$ cat config.mk
export PLATFORM = sky130hd
export DESIGN_NAME = core_timer
export DESIGN_NICKNAME = d
export VERILOG_FILES = /design/src/rtl/ctmr_pkg.sv /design/src/rtl/ctmr_prescale.sv /design/src/rtl/ctmr_chain.sv /design/src/rtl/ctmr_events.sv /design/src/rtl/ctmr_regbus.sv /design/src/rtl/core_timer.sv
export SDC_FILE = /design/constraint.sdc
export NUM_CORES = 1
export LEC_CHECK = 0
export BUFFER_PORTS_ARGS = -buffer_cell sky130_fd_sc_hd__buf_2
export CAP_MARGIN = 30
export CORE_MARGIN = 2
export CORE_UTILIZATION = 40
export CTS_BUF_LIST = sky130_fd_sc_hd__clkbuf_8
export CTS_CLUSTER_DIAMETER = 100
export CTS_CLUSTER_SIZE = 10
export DETAILED_ROUTE_END_ITERATION = 10
export SLEW_MARGIN = 15
export SYNTH_ARGS = -nofsm -noshare
export SYNTH_HDL_FRONTEND = slang
export SYNTH_SLANG_ARGS = --single-unit
$ cat constraint.sdc
create_clock -name clk_i -period 2.5 [get_ports clk_i]
set_clock_uncertainty 0.1 [all_clocks]
set_input_delay 0.125 -clock clk_i [delete_from_list [all_inputs] [get_ports clk_i]]
set_output_delay 0.125 -clock clk_i [all_outputs]
set_load 0.02 [all_outputs]
$ cat src/rtl/ctmr_pkg.sv
package ctmr_pkg;

  localparam int unsigned CNT_W       = 8;
  localparam int unsigned TOF_CLR_BIT = 0;

  typedef logic [CNT_W-1:0] cnt_t;

  // Register addresses on the request stream
  localparam logic REG_COUNT  = 1'b0;
  localparam logic REG_STATUS = 1'b1;

  typedef enum logic [1:0] {
    PH_POWERUP = 2'd0,
    PH_HELD    = 2'd1,
    PH_RUN     = 2'd2
  } phase_e;

  typedef struct packed {
    logic write;
    logic addr;
    cnt_t wdata;
  } bus_req_t;

endpackage

$ cat src/rtl/ctmr_prescale.sv
module ctmr_prescale #(
  parameter int unsigned DIV = 4
) (
  input  logic clk_i,
  input  logic por_i,
  input  logic clear_i,
  output logic ce_o
);
  localparam int unsigned PW = (DIV > 2) ? $clog2(DIV) : 1;
  localparam logic [PW-1:0] LAST = PW'(DIV - 1);

  logic [PW-1:0] pre_q;

  assign ce_o = (pre_q == LAST);

  always_ff @(posedge clk_i or posedge por_i) begin
    if (por_i) begin
      pre_q <= '0;
    end else if (clear_i) begin
      pre_q <= '0;
    end else if (ce_o) begin
      pre_q <= '0;
    end else begin
      pre_q <= pre_q + 1'b1;
    end
  end
endmodule

$ cat src/rtl/ctmr_chain.sv
module ctmr_chain #(
  parameter int unsigned CHAIN_W    = 14,
  parameter int unsigned LO_W       = 10,
  parameter int unsigned POR_CYCLES = 4064
) (
  input  logic            clk_i,
  input  logic            por_i,
  input  logic            ce_i,
  input  logic            hold_i,
  output logic [LO_W-1:0] lo_o,
  output logic            por_active_o
);
  localparam logic [CHAIN_W-1:0] POR_LAST = CHAIN_W'(POR_CYCLES - 1);

  logic [CHAIN_W-1:0] chain_q;
  logic               pa_q;
  logic               por_done;

  // The chain doubles as the power-on delay counter
  assign por_done     = pa_q && ce_i && (chain_q == POR_LAST);
  assign lo_o         = chain_q[LO_W-1:0];
  assign por_active_o = pa_q;

  always_ff @(posedge clk_i or posedge por_i) begin
    if (por_i) begin
      chain_q <= '0;
      pa_q    <= 1'b1;
    end else if (pa_q) begin
      if (por_done) begin
        chain_q <= '0;
        pa_q    <= 1'b0;
      end else if (ce_i) begin
        chain_q <= chain_q + 1'b1;
      end
    end else if (hold_i) begin
      chain_q <= '0;
    end else if (ce_i) begin
      chain_q <= chain_q + 1'b1;
    end
  end
endmodule

$ cat src/rtl/ctmr_events.sv
module ctmr_events
  import ctmr_pkg::*;
#(
  parameter int unsigned TICK_STAGE = 10
) (
  input  logic                  clk_i,
  input  logic                  por_i,
  input  logic                  ce_i,
  input  phase_e                phase_i,
  input  cnt_t                  count_i,
  input  logic [TICK_STAGE-1:0] stage_i,
  input  logic                  clr_i,
  output logic                  tof_o,
  output logic                  tick_o
);
  logic run;
  logic wrap;
  logic tick_hit;
  logic tof_q;
  logic tick_q;

  assign run      = (phase_i == PH_RUN);
  assign wrap     = run && ce_i && (&count_i);
  assign tick_hit = run && ce_i && (&stage_i);

  always_ff @(posedge clk_i or posedge por_i) begin
    if (por_i) begin
      tof_q <= 1'b0;
    end else if (!run) begin
      tof_q <= 1'b0;
    end else if (wrap) begin
      tof_q <= 1'b1;
    end else if (clr_i) begin
      tof_q <= 1'b0;
    end
  end

  always_ff @(posedge clk_i or posedge por_i) begin
    if (por_i) begin
      tick_q <= 1'b0;
    end else begin
      tick_q <= tick_hit;
    end
  end

  assign tof_o  = tof_q;
  assign tick_o = tick_q;
endmodule

$ cat src/rtl/ctmr_regbus.sv
module ctmr_regbus
  import ctmr_pkg::*;
(
  input  logic     clk_i,
  input  logic     por_i,
  input  logic     req_valid_i,
  output logic     req_ready_o,
  input  bus_req_t req_i,
  output logic     rsp_valid_o,
  input  logic     rsp_ready_i,
  output cnt_t     rsp_data_o,
  input  cnt_t     count_i,
  input  logic     tof_i,
  output logic     clr_o
);
  logic rsp_valid_q;
  cnt_t hold_q;
  logic accept;
  cnt_t rd_mux;
  logic unused_wdata;

  assign req_ready_o  = !rsp_valid_q;
  assign accept       = req_valid_i && !rsp_valid_q;
  assign clr_o        = accept && req_i.write && (req_i.addr == REG_STATUS)
                        && req_i.wdata[TOF_CLR_BIT];
  assign unused_wdata = ^req_i.wdata[CNT_W-1:1];

  always_comb begin
    if (req_i.write) begin
      rd_mux = '0;
    end else if (req_i.addr == REG_COUNT) begin
      rd_mux = count_i;
    end else begin
      rd_mux = '0;
      rd_mux[TOF_CLR_BIT] = tof_i;
    end
  end

  // Snapshot taken at the accepting edge keeps the read coherent
  always_ff @(posedge clk_i or posedge por_i) begin
    if (por_i) begin
      rsp_valid_q <= 1'b0;
      hold_q      <= '0;
    end else if (accept) begin
      rsp_valid_q <= 1'b1;
      hold_q      <= rd_mux;
    end else if (rsp_ready_i) begin
      rsp_valid_q <= 1'b0;
    end
  end

  assign rsp_valid_o = rsp_valid_q;
  assign rsp_data_o  = hold_q;
endmodule

$ cat src/rtl/core_timer.sv
module core_timer
  import ctmr_pkg::*;
#(
  parameter int unsigned CE_DIV     = 4,
  parameter int unsigned CHAIN_W    = 14,
  parameter int unsigned POR_CYCLES = 4064,
  parameter int unsigned TICK_STAGE = 10
) (
  input  logic             clk_i,
  input  logic             por_i,
  input  logic             ext_rst_i,
  input  logic             req_valid_i,
  output logic             req_ready_o,
  input  logic             req_write_i,
  input  logic             req_addr_i,
  input  logic [CNT_W-1:0] req_wdata_i,
  output logic             rsp_valid_o,
  input  logic             rsp_ready_i,
  output logic [CNT_W-1:0] rsp_data_o,
  output logic [CNT_W-1:0] count_o,
  output logic             tof_o,
  output logic             tick_o,
  output logic             por_active_o,
  output logic             rst_out_o
);
  localparam int unsigned LO_W = (TICK_STAGE > CNT_W) ? TICK_STAGE : CNT_W;

  logic            ce;
  logic            por_active;
  logic [LO_W-1:0] lo;
  logic            clr;
  phase_e          phase;
  bus_req_t        req;

  always_comb begin
    if (por_active)     phase = PH_POWERUP;
    else if (ext_rst_i) phase = PH_HELD;
    else                phase = PH_RUN;
  end

  assign req = '{write: req_write_i, addr: req_addr_i, wdata: req_wdata_i};

  ctmr_prescale #(.DIV(CE_DIV)) u_pre (
    .clk_i  (clk_i),
    .por_i  (por_i),
    .clear_i(phase == PH_HELD),
    .ce_o   (ce)
  );

  ctmr_chain #(
    .CHAIN_W   (CHAIN_W),
    .LO_W      (LO_W),
    .POR_CYCLES(POR_CYCLES)
  ) u_chain (
    .clk_i       (clk_i),
    .por_i       (por_i),
    .ce_i        (ce),
    .hold_i      (ext_rst_i),
    .lo_o        (lo),
    .por_active_o(por_active)
  );

  ctmr_events #(.TICK_STAGE(TICK_STAGE)) u_evt (
    .clk_i  (clk_i),
    .por_i  (por_i),
    .ce_i   (ce),
    .phase_i(phase),
    .count_i(lo[CNT_W-1:0]),
    .stage_i(lo[TICK_STAGE-1:0]),
    .clr_i  (clr),
    .tof_o  (tof_o),
    .tick_o (tick_o)
  );

  ctmr_regbus u_bus (
    .clk_i      (clk_i),
    .por_i      (por_i),
    .req_valid_i(req_valid_i),
    .req_ready_o(req_ready_o),
    .req_i      (req),
    .rsp_valid_o(rsp_valid_o),
    .rsp_ready_i(rsp_ready_i),
    .rsp_data_o (rsp_data_o),
    .count_i    (lo[CNT_W-1:0]),
    .tof_i      (tof_o),
    .clr_o      (clr)
  );

  assign count_o      = lo[CNT_W-1:0];
  assign por_active_o = por_active;
  assign rst_out_o    = por_active | ext_rst_i;
endmodule

==> summary.md <==
| Metric | Value |
|---|---|
| Xor/xnor share of the synthesized area | 8.58% |
| Fin. Hold Viols | 0 |
| Final WS setup | about 0.62 ns |
| Max cap viols | 0 |
| Gp weighted congestion | 0.782 |
| Clock root buffer | clkbuf_8 |
| Crit path cell chain | or3_1, or4_4, nand2_4, nor2_1 |
| Worst Setup SP | u_chain.chain_q[5] |
| Worst Setup EP | u_chain.chain_q[13] |
| H-tree levels | 1 |
| Final #Nets | roughly 170 |
| Detailed Place HPWL | 1.85 mm |
| Clk buf depth | 2 |
| Vias | 970 |
| Met3 WL | 89 um |
| Leak pwr | roughly 0.76 nW |
| Crit-path max FO | 14 |
| Antenna Nets Post-Route | 0 |
| Hold_ws | 0.135 ns |
| Remaining DRCs | 0 |
| Post-synthesis simple-gate area fraction | 19.6% |
| Area Growth Syn to Fin | 17.4% |
| Die Ht | slightly above 60 um |
| Synth Area per Inst | ~11 um^2 |
| Clk slew on worst S/H paths | approximately 0.09 ns |
| RSZ-0062 raised after global routing | false |
| F_max | 0.531 GHz |
| WL/cell | 13.0 um |
| Placed cell count | 187 |
| Iter 0 DRT Violations | 38 |
| Initial antenna violation count | 0 |
| Synth Cell Area | 1330 um^2 |
| FF-to-FF End | u_chain.chain_q[13] |
| Final Critical Period | 1.88 ns |
| Synth unique cells | 31 |
| Setup bufs post-CTS | 0 |
| Buffers on Ports | 29 |
| Fin. max-slew vios | 0 |
| Initial core utilization | 42.7% |
| First-pass GRT wire length | 4.02 mm |
| Vias in the first global route | roughly 900 |
| Vias per cell | 4.97 |
| Most frequent cells in the layout | buf_2 (29), dfrtp_1 (27), nor2_1 (13), nand4_1 (9), xor2_1 (8) |
| Main combinational cell family by area after synthesis | simple AND/OR/NAND/NOR gates |
| Multiplexer share of the synthesized area | roughly 1.5% |
| Slew @ Worst Pin | between 0.3 and 0.4 ns |
| Reg2reg setup slack | 0.62 ns |
| Kind of critical path | register to register |
| Relative slew slack | between 70% and 80% |
| Most common cell after layout, fill and taps aside | buf_2 |
| Status | finished clean |
| Seq/Total Area, Yosys | 52.9% |
| Post-synthesis register bit count | 28 |
| Worst hold start | req_addr_i |
| CTS tree | built |
| CP arrival | a little under 2 ns |
| Syn Inst Count | 122 |
| Finished Layout Cells | just under 200 |
| Slowest-stage cell, CP | or4_4 |
| DR pass1 iterations | 4 |
| CP Buf/Inv Count | 0 |
| Critical path depth | 4 |
| Wl on met1 | 1.16 mm |
| Yosys warns | 0 |
| Routed WL | 2.54 mm |
| VDD IR max | approximately 200 uV |
| # rows | 20 |
| WP data required | 2.56 ns |
| Adder-Cell Fraction of Synth Area | 1.89% |
| Worst-Skew Late Latency | between 0.2 and 0.3 ns |
| Worst setup EP type | register |
| Global Route Usage Sum | 14.8% |
| Width of the die | 61.6 um |
| Setup TNS | 0 ns |
| Reg2Reg Depth | 4 |
| CTS Sinks | 28 |
| Launch point of the worst reg-to-reg path | u_chain.chain_q[5] |
| Startpoint types | register |
| CP top delay family | simple AND/OR/NAND/NOR gates |
| Syn Nets | roughly 140 |
| Top layer in use | met4 |
| I/O pin count | 37 |
| Core ar. | 3100 um^2 |
| HP Class | primary input to register |
| Met2 routed WL | 1.26 mm |
| Final worst-path cycle share | 75.3% |
| GR Overflow Total | 0 |
| Antenna fix cells | 0 |
| Pwr per Cell Area | 520 nW/um^2 |
| Pre-CTS setup slack | 0.622 ns |
| Layout cell share with drive strength beyond 1 | between 30% and 40% |
| Delay of the slowest critical-path stage | 0.53 ns |
| Final setup vio count | 0 |
| Largest net degree at the start of global routing | 29 |
| TritonCTS Buffers | 3 |
| Compound-Gate Fraction of Synth Area | under 10% |
| Die area | 3790 um^2 |
## how the worst min path moves through the flow
stage                          end  slack [ns]  depth (start not counted)
2_1_floorplan  u_bus.rsp_data_o[0]        0.09                          1
3_3_place_gp           u_evt.tof_o        0.10                          3
3_5_place_dp          u_evt.tick_o        0.10                          3
4_1_cts        u_bus.rsp_data_o[0]        0.13                          3
5_1_grt        u_bus.rsp_data_o[0]        0.14                          3
6_report       u_bus.rsp_data_o[0]        0.14                          3
## layout make-up
type | instances | area (um^2)
fill | 304 | 1550
sequential | 28 | 702
multi-input combinational | 79 | 518
timing repair buffer | 37 | 215
clock buffer | 4 | 55.1
tap | 44 | 55.1
inverter | 3 | 11.3
## state kept, by name, summed over array words and instances, names as in the netlist
register / count
u_bus.rsp_data_o: 8
u_bus.rsp_valid_o: 1
u_chain.chain_q: 14
u_chain.por_active_o: 1
u_evt.tick_o: 1
u_evt.tof_o: 1
u_pre.pre_q: 2
## worst register-to-register path: stages (launching register included)
cell and delay, ns:
dfrtp_1 0.46, or3_1 0.42, or4_4 0.53, nand2_4 0.18, nor2_1 0.08
## power breakdown
group / leakage, nW / switching (W) / total [W] / internal (W)
Combinational: 0.348 / 0.0000450 / 0.0000703 / 0.0000253
Sequential: 0.383 / 0.00000615 / 0.000467 / 0.000461
Clock: 0.0288 / 0.000131 / 0.000272 / 0.000141
## Yosys cell counts
| cell type | instances | area, um^2 |
|---|---|---|
| nor4_1 | 1 | 6.26 |
| dfrtp_1 | 27 | 676 |
| xnor2_1 | 5 | 43.8 |
| ha_1 | 2 | 25.0 |
| a22o_2 | 1 | 10.0 |
| xor2_1 | 8 | 70.1 |
| buf_4 | 9 | 67.6 |
| a31oi_1 | 1 | 6.26 |
| clkbuf_1 | 1 | 3.75 |
| and4_1 | 1 | 8.76 |
| or2_2 | 2 | 12.5 |
| o31ai_1 | 1 | 7.51 |
| a21oi_1 | 1 | 5.00 |
| nand2_1 | 7 | 26.3 |
| nor2_1 | 13 | 48.8 |
| dfstp_2 | 1 | 26.3 |
| nand2_4 | 1 | 11.3 |
| nand4_1 | 9 | 56.3 |
| inv_1 | 3 | 11.3 |
| or3_1 | 3 | 18.8 |
| a211oi_1 | 1 | 7.51 |
| nand3_1 | 3 | 15.0 |
| buf_12 | 1 | 20.0 |
| nor2_2 | 3 | 18.8 |
| or4_4 | 1 | 11.3 |
| and2_1 | 1 | 6.26 |
| o21ai_0 | 2 | 10.0 |
| a22o_1 | 6 | 52.6 |
| buf_1 | 1 | 3.75 |
| nor3_1 | 4 | 20.0 |
| mux2i_1 | 2 | 20.0 |
## metal layers
metal  track usage [%]  vias up
met3              3.78        2
met2              26.5       28
met4              6.38        0
li1                  -      473
met5                 0        -
met1              16.4      467
## logic make-up (layout without fill, tap and decap cells)
group | count (synthesis) | count (layout)
xor+xnor | 13 | 13
buf+inv | 15 | 44
mux | 2 | 2
simple gates | 49 | 49
fa+ha+maj | 2 | 2
compound gates | 13 | 13
flops | 28 | 28
## through the flow
step	instance area (um^2)	util [%]	total power [W]
final	1560	50.2	0.000809
after global routing	1560	50.2	0.000849
after CTS	1560	50.2	0.000817
after detailed placement	1460	47.1	0.000542
after global placement	1460	47.1	0.000540
after floorplan	1330	-	0.000522
## repair_timing
action,in CTS,in global routing
hold endpoints to repair,30,0
hold buffers,4,0
gates resized for setup,0,0
endpoints found under the setup margin,0,0
Power figures use the tool's default switching activity.
